### config.mk
export PLATFORM = sky130hd
export DESIGN_NAME = panel_data_ws
export DESIGN_NICKNAME = d
export VERILOG_FILES = /design/src/rtl/panel_ws_pkg.sv /design/src/rtl/ws_bit_cell.sv /design/src/rtl/ws_lamp_mux.sv /design/src/rtl/ws_bus_gate.sv /design/src/rtl/panel_data_ws.sv
export SDC_FILE = /design/constraint.sdc
export NUM_CORES = 1
export LEC_CHECK = 0
export ABC_AREA = 1
export BUFFER_PORTS_ARGS = -buffer_cell sky130_fd_sc_hd__buf_2
export CAP_MARGIN = 20
export CELL_PAD_IN_SITES_DETAIL_PLACEMENT = 0
export CELL_PAD_IN_SITES_GLOBAL_PLACEMENT = 1
export CORE_AREA = 2 2 55 57
export DETAILED_ROUTE_END_ITERATION = 8
export DIE_AREA = 0 0 57 59
export HOLD_SLACK_MARGIN = 0.05
export PLACE_DENSITY_LB_ADDON = 0.25
export SLEW_MARGIN = 10
export SYNTH_ARGS = -nofsm -noshare
export SYNTH_HDL_FRONTEND = slang
export SYNTH_HIERARCHICAL = 1
export SYNTH_SLANG_ARGS = --single-unit
### constraint.sdc
create_clock -name clk_i -period 1.1 [get_ports clk_i]
set_input_delay 0.22 -clock clk_i [delete_from_list [all_inputs] [get_ports clk_i]]
set_output_delay 0.22 -clock clk_i [all_outputs]
set_load 0.05 [all_outputs]
### src/rtl/panel_ws_pkg.sv
package panel_ws_pkg;
  localparam int unsigned WS_W = 8;
  typedef logic [WS_W-1:0] ws_word_t;
endpackage

### src/rtl/ws_bit_cell.sv
module ws_bit_cell (
  input  logic clk_i,
  input  logic rst_ni,
  input  logic freeze_i,
  input  logic load_i,
  input  logic bus_bit_i,
  input  logic set_i,
  input  logic clr_i,
  output logic q_o
);
  logic q_q;

  // load > set > clr; frozen while running
  always_ff @(posedge clk_i or negedge rst_ni) begin
    if (!rst_ni)        q_q <= 1'b0;
    else if (!freeze_i) begin
      if (load_i)       q_q <= bus_bit_i;
      else if (set_i)   q_q <= 1'b1;
      else if (clr_i)   q_q <= 1'b0;
    end
  end

  assign q_o = q_q;


  set_wins_chk: assert property (@(posedge clk_i) disable iff (!rst_ni)
    (!freeze_i && !load_i && set_i) |=> q_o);

  load_wins_chk: assert property (@(posedge clk_i) disable iff (!rst_ni)
    (!freeze_i && load_i) |=> (q_o == $past(bus_bit_i)));

  frozen_hold_chk: assert property (@(posedge clk_i) disable iff (!rst_ni)
    freeze_i |=> $stable(q_o));
endmodule

### src/rtl/ws_lamp_mux.sv
module ws_lamp_mux #(
  parameter int unsigned W = 8
) (
  input  logic         run_i,
  input  logic [W-1:0] live_i,
  input  logic [W-1:0] held_i,
  output logic [W-1:0] lamp_o
);
  always_comb lamp_o = run_i ? live_i : held_i;
endmodule

### src/rtl/ws_bus_gate.sv
module ws_bus_gate #(
  parameter int unsigned W = 8
) (
  input  logic         run_i,
  input  logic         deposit_i,
  input  logic [W-1:0] held_i,
  output logic [W-1:0] drive_o,
  output logic         drive_en_o
);
  // interlock: never drive while the processor owns the bus
  always_comb begin
    drive_en_o = deposit_i & ~run_i;
    drive_o    = drive_en_o ? held_i : '0;
  end
endmodule

### src/rtl/panel_data_ws.sv
module panel_data_ws
  import panel_ws_pkg::*;
(
  input  logic           clk_i,
  input  logic           rst_ni,
  input  logic           run_i,
  input  logic           load_i,
  input  logic           deposit_i,
  input  logic [WS_W-1:0] bus_data_i,
  input  logic [WS_W-1:0] bit_set_i,
  input  logic [WS_W-1:0] bit_clr_i,
  output logic [WS_W-1:0] lamp_o,
  output logic [WS_W-1:0] bus_drive_o,
  output logic           bus_drive_en_o
);
  ws_word_t ws_q;

  for (genvar b = 0; b < WS_W; b++) begin : g_bit
    ws_bit_cell u_cell (
      .clk_i    (clk_i),
      .rst_ni   (rst_ni),
      .freeze_i (run_i),
      .load_i   (load_i),
      .bus_bit_i(bus_data_i[b]),
      .set_i    (bit_set_i[b]),
      .clr_i    (bit_clr_i[b]),
      .q_o      (ws_q[b])
    );
  end

  ws_lamp_mux #(.W(WS_W)) u_lamp (
    .run_i (run_i),
    .live_i(bus_data_i),
    .held_i(ws_q),
    .lamp_o(lamp_o)
  );

  ws_bus_gate #(.W(WS_W)) u_gate (
    .run_i     (run_i),
    .deposit_i (deposit_i),
    .held_i    (ws_q),
    .drive_o   (bus_drive_o),
    .drive_en_o(bus_drive_en_o)
  );


  run_blocks_drive_chk: assert property (@(posedge clk_i) disable iff (!rst_ni)
    run_i |-> !bus_drive_en_o);

  idle_bus_quiet_chk: assert property (@(posedge clk_i) disable iff (!rst_ni)
    !bus_drive_en_o |-> (bus_drive_o == '0));

  run_lamp_live_chk: assert property (@(posedge clk_i) disable iff (!rst_ni)
    run_i |-> (lamp_o == bus_data_i));

  deposit_matches_lamp_chk: assert property (@(posedge clk_i) disable iff (!rst_ni)
    (!run_i && deposit_i) |-> (bus_drive_en_o && bus_drive_o == lamp_o));
endmodule

==> results of run 1 <==
## stage by stage
stage | power [mW] | util, % | worst slack [ns]
after floorplan | 0.691 | - | -0.156
after global placement | 0.838 | 36.2 | -0.0199
after detailed placement | 0.845 | 36.2 | -0.0305
after CTS | 1.17 | 41.7 | -0.0938
after global routing | 1.27 | 43.4 | -0.143
final | 1.17 | 43.4 | -0.0614
## kinds of logic (layout without fill, tap and decap cells)
kind of cell	Yosys count	in the layout	share of synthesized area, %
AND/OR/NAND/NOR	73	73	41.4
flip-flops	8	8	28.4
AO/OA/AOI/OAI	8	8	5.68
buffers and inverters	44	100	24.5
## power breakdown
part | internal (mW) | total, mW | switching (mW)
sequential | 0.332 | 0.360 | 0.0278
clock | 0.124 | 0.217 | 0.0927
combinational | 0.233 | 0.596 | 0.362
total | 0.690 | 1.17 | 0.483
## final cells by class
| type | count | area, um2 |
|---|---|---|
| clock buffer | 3 | 22.5 |
| multi-input combinational | 81 | 354 |
| timing repair buffer | 54 | 398 |
| inverter | 43 | 161 |
| fill | 318 | 1540 |
| tap | 31 | 38.8 |
| sequential | 8 | 200 |
## routing by layer
metal	wire length (um)	vias to the layer above	part of all wire, %
li1	-	485	-
met1	875	367	43
met2	1020	27	51
met3	125	0	6.2
met4	0	0	0
met5	0	-	0
## cells in the final DEF, fill, tap and decap left out, drive strengths merged
| cell | instances |
|---|---|
| clkbuf | 3 |
| nand3 | 8 |
| buf | 53 |
| inv | 43 |
| o21ai | 8 |
| nor2 | 8 |
| dlygate4sd3 | 1 |
| nand2 | 57 |
| dfrtp | 8 |
## path summary, 6_finish.rpt
path                                             to  cells past startpoint  slack (ns)
worst min register to register  g_bit[6].u_cell/q_o                      2        0.50
min in group asynchronous       g_bit[2].u_cell/q_o                      2        0.33
worst min-delay path            g_bit[0].u_cell/q_o                      4        0.22
worst max-delay path                 bus_drive_o[2]                      3       -0.06
worst max register to register  g_bit[3].u_cell/q_o                      4        0.25
max in group asynchronous       g_bit[4].u_cell/q_o                      2        0.60
## worst reg2reg max path, cell delays in order (launching register included)
cell and delay [ns]:
dfrtp_1 0.39, buf_4 0.14, buf_4 0.12, nand2_1 0.05, nand2_1 0.04
## what timing repair did
item	CTS	global route
cloned	0	0
endpoints found under the setup margin	16	17
pin swaps	7	7
buffers inserted	3	3
hold buffers	1	0
endpoints found under the hold margin	8	0
resized for setup	30	9
==> flow_metrics.py, run 1 <==
metrics = {
    "outcome": {
        "outcome": "finished, violations left",
        "violations": "negative setup slack",
    },
    "cts": {
        "clock-sinks": 8,
        "clk_path_buf_depth": 2,
        "htreeDepth": 1,
        "cts-root-buf": "clkbuf_4",
        "clkTransAtPathRegs_ns": 0.05,
        "cts_tree": "yes",
        "clkLatencyLatePin_ns": 0.25,
        "cts_buffers": 3,
    },
    "synth": {
        "ys_seq_area_share_pct": 28.4,
        "yosysMostFrequentCell": "nand2_1",
        "synth-edff-count": 0,
        "synth_async_sr_flop_share_pct": 100,
        "ys_warn_count": 6,
        "synth_area_um2": 704,
        "syn-instance-count": 133,
        "netlist_top_cells_area": "nand2_1, dfrtp_1, inv_1",
        "synth_top_cell_by_area": "nand2_1",
        "netlist.area_leader.share_pct": 29.8,
        "synth_common_cells": "nand2_1, inv_1",
        "yosys.cell_types.count": 9,
        "ys.flop_type": "dfrtp_1",
        "postSynthAreaPerCell_um2": 5.30,
        "synth_fp_nets": 162,
        "ys_seq_elements": 8,
    },
    "routing": {
        "via_count": 879,
        "remaining_drc_errors": 0,
        "via_per_inst": 4.00,
        "wl_um": 2030,
        "wire_per_inst_um": 9.20,
        "ant_nets": 0,
        "first_pass_iters": 4,
        "drt_iter0_drc": 17,
    },
    "layout": {
        "fin_nets": 220,
        "antennaDiodeCount": 0,
        "design_area_mm2": 0.00117,
        "drive_above_1_share_pct": 35.4,
        "largest_reg_flops": 8,
        "final_cells": 220,
        "syn_to_final_growth_pct": 66.8,
    },
    "floorplanning": {
        "row_count": 19,
        "core_mm2": 0.00271,
        "start_util_pct": 26.0,
        "ios": 46,
        "die_height_um": 59,
        "fp.dieArea_mm2": 0.00336,
        "die_x_um": 57,
    },
    "grt": {
        "use_met3_pct": 3.71,
        "gr-usage-met1_pct": 15.2,
        "overflow": 0,
        "busiest_layer": "met2",
        "grt_max_degree": 25,
        "antenna_found_initial": 0,
        "grt_pass1_wl_um": 3420,
        "grt.met2_usage_pct": 23.5,
        "grt_usage_pct": 13.0,
        "grt_pass1_vias": 847,
    },
    "power": {
        "power_density_mw_per_mm2": 998,
        "total_leakage_power_nw": 0.796,
        "irDropWorstVdd_uv": 681,
    },
    "timing": {
        "max_slew.worst_pin.slew_ns": 0.384,
        "tns_ns": -0.617,
        "setup_viol": 16,
        "post-route-min-period_ns": 1.16,
        "fin_crit_sh_pct": 106,
        "finClkSkew_ns": 0,
        "rsz0062_at_grt": "true",
        "hold_slack_ns": 0.215,
        "hold_viol_final": 0,
        "slew_violations": 0,
        "fmax_mhz": 861,
        "slew_headroom_pct": 74.4,
        "setup_slack_ns": -0.0614,
    },
    "critical_path": {
        "worstSetupStartpoint": "g_bit[2].u_cell/q_o",
        "crit_path_end_kind": "primary output",
        "worstSetupPathType": "register to primary output",
        "path_cells": "inv_1 > nor2_2 > buf_6",
        "r2r_start": "g_bit[3].u_cell/q_o",
        "worst-path-buf-inv": 2,
        "slowest_stage": "dfrtp_1",
        "required_ns": 0.88,
        "cpPeakStageDelay_ns": 0.37,
        "worstPathMaxFanout": 3,
        "cp.arrival_ns": 0.94,
        "cp_top_family": "flip-flops",
        "start_kind": "register",
    },
    "placement": {
        "gp_congestion": 0.686,
        "place_inst": 210,
        "place_area_um2": 982,
        "portBuffers": 45,
        "hpwlAfterDp_um": 1520,
    },
    "min_path": {
        "hp-class": "input port to register",
        "worstHoldStart": "bit_clr_i[0]",
    },
    "job": {
        "cap_violations": 0,
    },
}
(Power assumes the default switching activity.)
==> run 2: changes to the inputs <==
--- a/config.mk
+++ b/config.mk
@@ -10,9 +10,9 @@
 export CAP_MARGIN = 20
 export CELL_PAD_IN_SITES_DETAIL_PLACEMENT = 0
 export CELL_PAD_IN_SITES_GLOBAL_PLACEMENT = 1
-export CORE_AREA = 2 2 55 57
+export CORE_AREA = 2 2 57 59
 export DETAILED_ROUTE_END_ITERATION = 8
-export DIE_AREA = 0 0 57 59
+export DIE_AREA = 0 0 59 61
 export HOLD_SLACK_MARGIN = 0.05
 export PLACE_DENSITY_LB_ADDON = 0.25
 export SLEW_MARGIN = 10
==> constraint.sdc (replaced) <==
create_clock -name clk_i -period 1.3 [get_ports clk_i]
set_input_delay 0.26 -clock clk_i [delete_from_list [all_inputs] [get_ports clk_i]]
set_output_delay 0.26 -clock clk_i [all_outputs]
set_load 0.05 [all_outputs]
==> run 2 against run 1 <==
  * Sequential share of layout area rose by 1.8 points
  * Final cell count fell by 1.8%
  * Largest power group unchanged
  * Critical path type unchanged
  * Highest routed layer is now met4
  * The flow now finishes without violations
  * Clock power fell by 15%
  * Global-route usage fell by 0.97 points
  * Clock skew did not move
  * Non-clock buffer count fell by 6
  * Critical endpoint is now bus_drive_o[6]
  * Largest cell class is now multi-input gates
==> flow_metrics.py, run 2 (synthesis gave the netlist of run 1 again) <==
metrics = {
    "grt": {
        "grt_max_degree": 25,
        "grt_usage_pct": 12.0,
        "antenna_found_initial": 0,
        "use_met3_pct": 3.20,
        "grt.met2_usage_pct": 21.0,
        "busiest_layer": "met2",
        "gr-usage-met1_pct": 13.9,
        "overflow": 0,
        "grt_pass1_vias": 753,
        "grt_pass1_wl_um": 3110,
    },
    "floorplanning": {
        "core_mm2": 0.00295,
        "fp.dieArea_mm2": 0.00360,
        "ios": 46,
        "die_x_um": 59,
        "row_count": 20,
        "die_height_um": 61,
        "start_util_pct": 23.9,
    },
    "critical_path": {
        "worstPathMaxFanout": 3,
        "required_ns": 1.04,
        "cp.arrival_ns": 0.97,
        "crit_path_end_kind": "primary output",
        "start_kind": "register",
        "worstSetupPathType": "register to primary output",
    },
    "layout": {
        "final_cells": 216,
        "final_core_util_pct": 36.0,
        "layout_common_cells": "nand2_1, inv_1, buf_2",
        "drive_above_1_share_pct": 30.1,
        "largest_reg_flops": 8,
        "final_common_cell": "nand2_1",
        "syn_to_final_growth_pct": 51.0,
        "fin_nets": 214,
        "antennaDiodeCount": 0,
    },
    "routing": {
        "first_pass_iters": 4,
        "via_count": 866,
        "wl_um": 1960,
        "drt_iter0_drc": 28,
        "wire_per_inst_um": 9.08,
        "ant_nets": 0,
        "via_per_inst": 4.01,
        "remaining_drc_errors": 0,
    },
    "cts": {
        "cts_buffers": 3,
        "clkLatencyLatePin_ns": 0.25,
        "clkTransAtPathRegs_ns": 0.05,
        "clock-sinks": 8,
        "cts_setup_buffers": 0,
        "cts_tree": "yes",
        "cts-root-buf": "clkbuf_4",
        "clk_path_buf_depth": 2,
        "htreeDepth": 1,
    },
    "timing": {
        "post-route-min-period_ns": 1.23,
        "hold_viol_final": 0,
        "setup_viol": 0,
        "max_slew.worst_pin.slew_ns": 0.395,
        "finClkSkew_ns": 0,
        "fin_crit_sh_pct": 94.7,
        "setup_slack_ns": 0.0688,
        "slew_violations": 0,
        "fmax_mhz": 812,
        "slew_headroom_pct": 73.7,
    },
    "placement": {
        "gp_congestion": 0.745,
        "pre_cts_ws_ns": 0.0720,
        "hpwlAfterDp_um": 1550,
        "place_inst": 212,
        "portBuffers": 45,
    },
    "power": {
        "total_leakage_power_nw": 0.755,
        "irDropWorstVdd_uv": 290,
        "power_density_mw_per_mm2": 862,
    },
    "job": {
        "cap_violations": 0,
    },
    "outcome": {
        "outcome": "completed",
    },
    "min_path": {
        "hp-class": "input port to register",
    },
}
[run 2: per-stage QoR]
| stage | area [um2] | power, mW | setup TNS (ns) | hold slack (ns) |
|---|---|---|---|---|
| after floorplan | 704 | 0.579 | -0.142 | -0.0356 |
| after global placement | 975 | 0.704 | 0 | 0.117 |
| after detailed placement | 975 | 0.709 | 0 | 0.121 |
| after CTS | 1010 | 0.909 | 0 | 0.252 |
| after global routing | 1060 | 0.998 | -0.00949 | 0.256 |
| final | 1060 | 0.917 | 0 | 0.261 |
[run 2: area by class of cell]
cell class | instances | area, um2
clock buffers | 3 | 22.5
inverters | 43 | 161
repair buffers | 48 | 299
fillers | 341 | 1890
flip-flops and latches | 8 | 200
well taps | 33 | 41.3
multi-input cells | 81 | 339
[run 2: worst paths after layout]
path | startpoint | to | slack (ns) | cells past startpoint
max in group asynchronous | rst_ni | g_bit[3].u_cell/q_o | 0.75 | 2
max | g_bit[6].u_cell/q_o | bus_drive_o[6] | 0.07 | 3
min reg2reg | g_bit[2].u_cell/q_o | g_bit[2].u_cell/q_o | 0.50 | 2
max reg2reg | g_bit[6].u_cell/q_o | g_bit[6].u_cell/q_o | 0.68 | 2
min in group asynchronous | rst_ni | g_bit[0].u_cell/q_o | 0.39 | 2
min | bit_clr_i[1] | g_bit[1].u_cell/q_o | 0.26 | 4
[run 2: worst max-delay path, stage by stage, from the launching register on]
cell     delay [ns]
dfrtp_1        0.37
inv_1          0.05
nor2_1         0.10
buf_4          0.21
[run 2: repair_timing]
action | in CTS | in global routing
endpoints found under the hold margin | 8 | 0
hold buffers | 1 | 0
endpoints found under the setup margin | 2 | 15
pin swaps | 0 | 1
gates resized for setup | 2 | 26
[run 2: per-layer routing]
metal,wire length [um],vias to the layer above
li1,-,475
met1,877,366
met2,974,23
met3,107,2
met4,4,0
met5,0,-
[run 2: power breakdown]
part           leakage [nW]  switching [mW]  internal (mW)
logic                 0.648           0.285          0.141
clock network        0.0138          0.0793          0.105
registers            0.0929          0.0250          0.281
==> run 3: changes to the inputs <==
--- a/config.mk
+++ b/config.mk
@@ -14,7 +14,7 @@
 export DETAILED_ROUTE_END_ITERATION = 8
 export DIE_AREA = 0 0 59 61
 export HOLD_SLACK_MARGIN = 0.05
-export PLACE_DENSITY_LB_ADDON = 0.25
+export PLACE_DENSITY_LB_ADDON = 0.1
 export SLEW_MARGIN = 10
 export SYNTH_ARGS = -nofsm -noshare
 export SYNTH_HDL_FRONTEND = slang
==> run 3 against run 2 <==
  * Clock power increased by 5%
  * Combinational power grew 2%
  * Clock skew did not move
  * Via count shrank 0.69%
  * Final area is 1.3% higher
  * Critical path type unchanged
==> flow_metrics.py, run 3 (synthesis gave the netlist of run 1 again) <==
metrics = {
    "outcome": {
        "outcome": "completed",
    },
    "grt": {
        "grt_max_degree": 25,
        "antenna_found_initial": 0,
        "grt_pass1_vias": 696,
        "overflow": 0,
        "grt_pass1_wl_um": 2980,
        "grt_usage_pct": 11.3,
    },
    "routing": {
        "first_pass_iters": 3,
        "remaining_drc_errors": 0,
        "wire_per_inst_um": 9.00,
        "via_count": 860,
        "wl_um": 1960,
        "drt_iter0_drc": 29,
        "ant_nets": 0,
        "via_per_inst": 3.94,
    },
    "critical_path": {
        "r2r_cells": 3,
        "path_cells": "inv_1 > nor2_1 > buf_6",
        "required_ns": 1.04,
        "cp_top_family": "flip-flops",
        "start_kind": "register",
        "crit_path_end_kind": "primary output",
        "worstSetupPathType": "register to primary output",
        "cpPeakStageDelay_ns": 0.37,
        "reg2reg_slack_ns": 0.57,
        "worst-path-buf-inv": 2,
        "cp.arrival_ns": 1.00,
        "slowest_stage": "dfrtp_1",
        "r2r_start": "g_bit[3].u_cell/q_o",
        "reg2reg_to": "g_bit[3].u_cell/q_o",
        "worstPathMaxFanout": 3,
    },
    "placement": {
        "hpwlAfterDp_um": 1510,
        "portBuffers": 45,
        "pre_cts_ws_ns": 0.0584,
        "gp_congestion": 0.758,
    },
    "layout": {
        "drive_above_1_share_pct": 30.3,
        "multi_input_area_um2": 337,
        "largest_reg_flops": 8,
        "syn_to_final_growth_pct": 52.9,
        "antennaDiodeCount": 0,
        "n_fill_cell": 350,
        "seqCellArea_um2": 200,
        "layout_common_cells": "nand2_1, inv_1, buf_2",
        "final_common_cell": "nand2_1",
        "fin_nets": 216,
    },
    "job": {
        "cap_violations": 0,
    },
    "timing": {
        "hold_viol_final": 0,
        "max_slew.worst_pin.slew_ns": 0.402,
        "post-route-min-period_ns": 1.26,
        "tns_ns": 0,
        "fin_crit_sh_pct": 96.6,
        "slew_headroom_pct": 73.2,
        "setup_slack_ns": 0.0447,
        "finClkSkew_ns": 0,
        "setup_viol": 0,
        "hold_slack_ns": 0.252,
        "fmax_mhz": 797,
        "slew_violations": 0,
    },
    "power": {
        "irDropWorstVdd_uv": 551,
        "total_leakage_power_nw": 0.766,
        "power_density_mw_per_mm2": 868,
    },
    "floorplanning": {
        "die_height_um": 61,
        "start_util_pct": 23.9,
        "ios": 46,
        "core_mm2": 0.00295,
        "row_count": 20,
        "fp.dieArea_mm2": 0.00360,
        "die_x_um": 59,
    },
    "min_path": {
        "hold-path-endpoint": "g_bit[3].u_cell/q_o",
        "worstHoldStart": "bit_clr_i[3]",
        "hp-class": "input port to register",
        "holdPathStages": 4,
    },
    "cts": {
        "clkTransAtPathRegs_ns": 0.06,
        "clock-sinks": 8,
        "cts_buffers": 3,
        "cts-root-buf": "clkbuf_4",
        "clk_path_buf_depth": 2,
        "clkLatencyLatePin_ns": 0.25,
        "htreeDepth": 1,
        "cts_tree": "yes",
    },
}
## run 3: cell count changes in the layout (fill, tap and decap cells not counted)
cell / change
clkbuf_4: -2
buf_6: +1
nor2_2: -1
buf_4: +2
buf_2: +1
nor2_1: +1
## run 3: cell type report
cell class	count	share of cell area, %
Clock buffer	3	2.09
Sequential cell	8	18.6
Tap cell	33	3.83
Timing Repair Buffer	50	29.3
Inverter	43	15.0
Multi-Input combinational cell	81	31.2
## run 3: where the power goes
part / internal, mW / switching (mW) / total (mW) / leakage, nW
logic: 0.150 / 0.287 / 0.436 / 0.659
clock network: 0.106 / 0.0884 / 0.194 / 0.0138
registers: 0.280 / 0.0235 / 0.304 / 0.0929
total: 0.536 / 0.399 / 0.935 / 0.766
## run 3: per-stage QoR
step           instances  area [um2]  util [%]  total power [mW]
2_1_floorplan        133         704         -             0.579
3_3_place_gp         212         975      33.0             0.706
3_5_place_dp         212         975      33.0             0.708
4_1_cts              216        1010      34.4             0.918
5_1_grt              218        1080      36.5              1.00
6_report             218        1080      36.5             0.935
## run 3: repair_timing
item                                   in CTS  in global routing
setup endpoints to repair                   3                 14
hold buffers                                1                  0
gates resized for setup                     3                 24
pin swaps                                   0                  0
setup buffers                               0                  2
endpoints found under the hold margin       8                  0
## run 3: metal layers
| layer | global-route usage [%] | wire length, um | up-vias |
|---|---|---|---|
| li1 | - | - | 476 |
| met1 | 14.1 | 902 | 355 |
| met2 | 19.2 | 910 | 29 |
| met3 | 4.69 | 149 | 0 |
| met4 | 0.974 | 0 | 0 |
| met5 | 0 | 0 | - |
## run 3: worst reg2reg max path: cells and delay by family (launching register included)
| family | cells | cell delay [ns] |
|---|---|---|
| buf+inv | 1 | 0.14 |
| simple gates | 2 | 0.09 |
| flops | 1 | 0.39 |
## run 3: worst max path at each step
| stage | from | end | slack [ns] | depth (start not counted) |
|---|---|---|---|---|
| after global placement | run_i | bus_drive_o[7] | 0.08 | 5 |
| after CTS | g_bit[4].u_cell/q_o | bus_drive_o[4] | 0.002 | 3 |
| after floorplan | run_i | bus_drive_o[0] | -0.02 | 3 |
| final | g_bit[3].u_cell/q_o | bus_drive_o[3] | 0.04 | 3 |
| after detailed placement | run_i | bus_drive_o[7] | 0.06 | 5 |
| after global routing | g_bit[3].u_cell/q_o | bus_drive_o[3] | -0.03 | 3 |
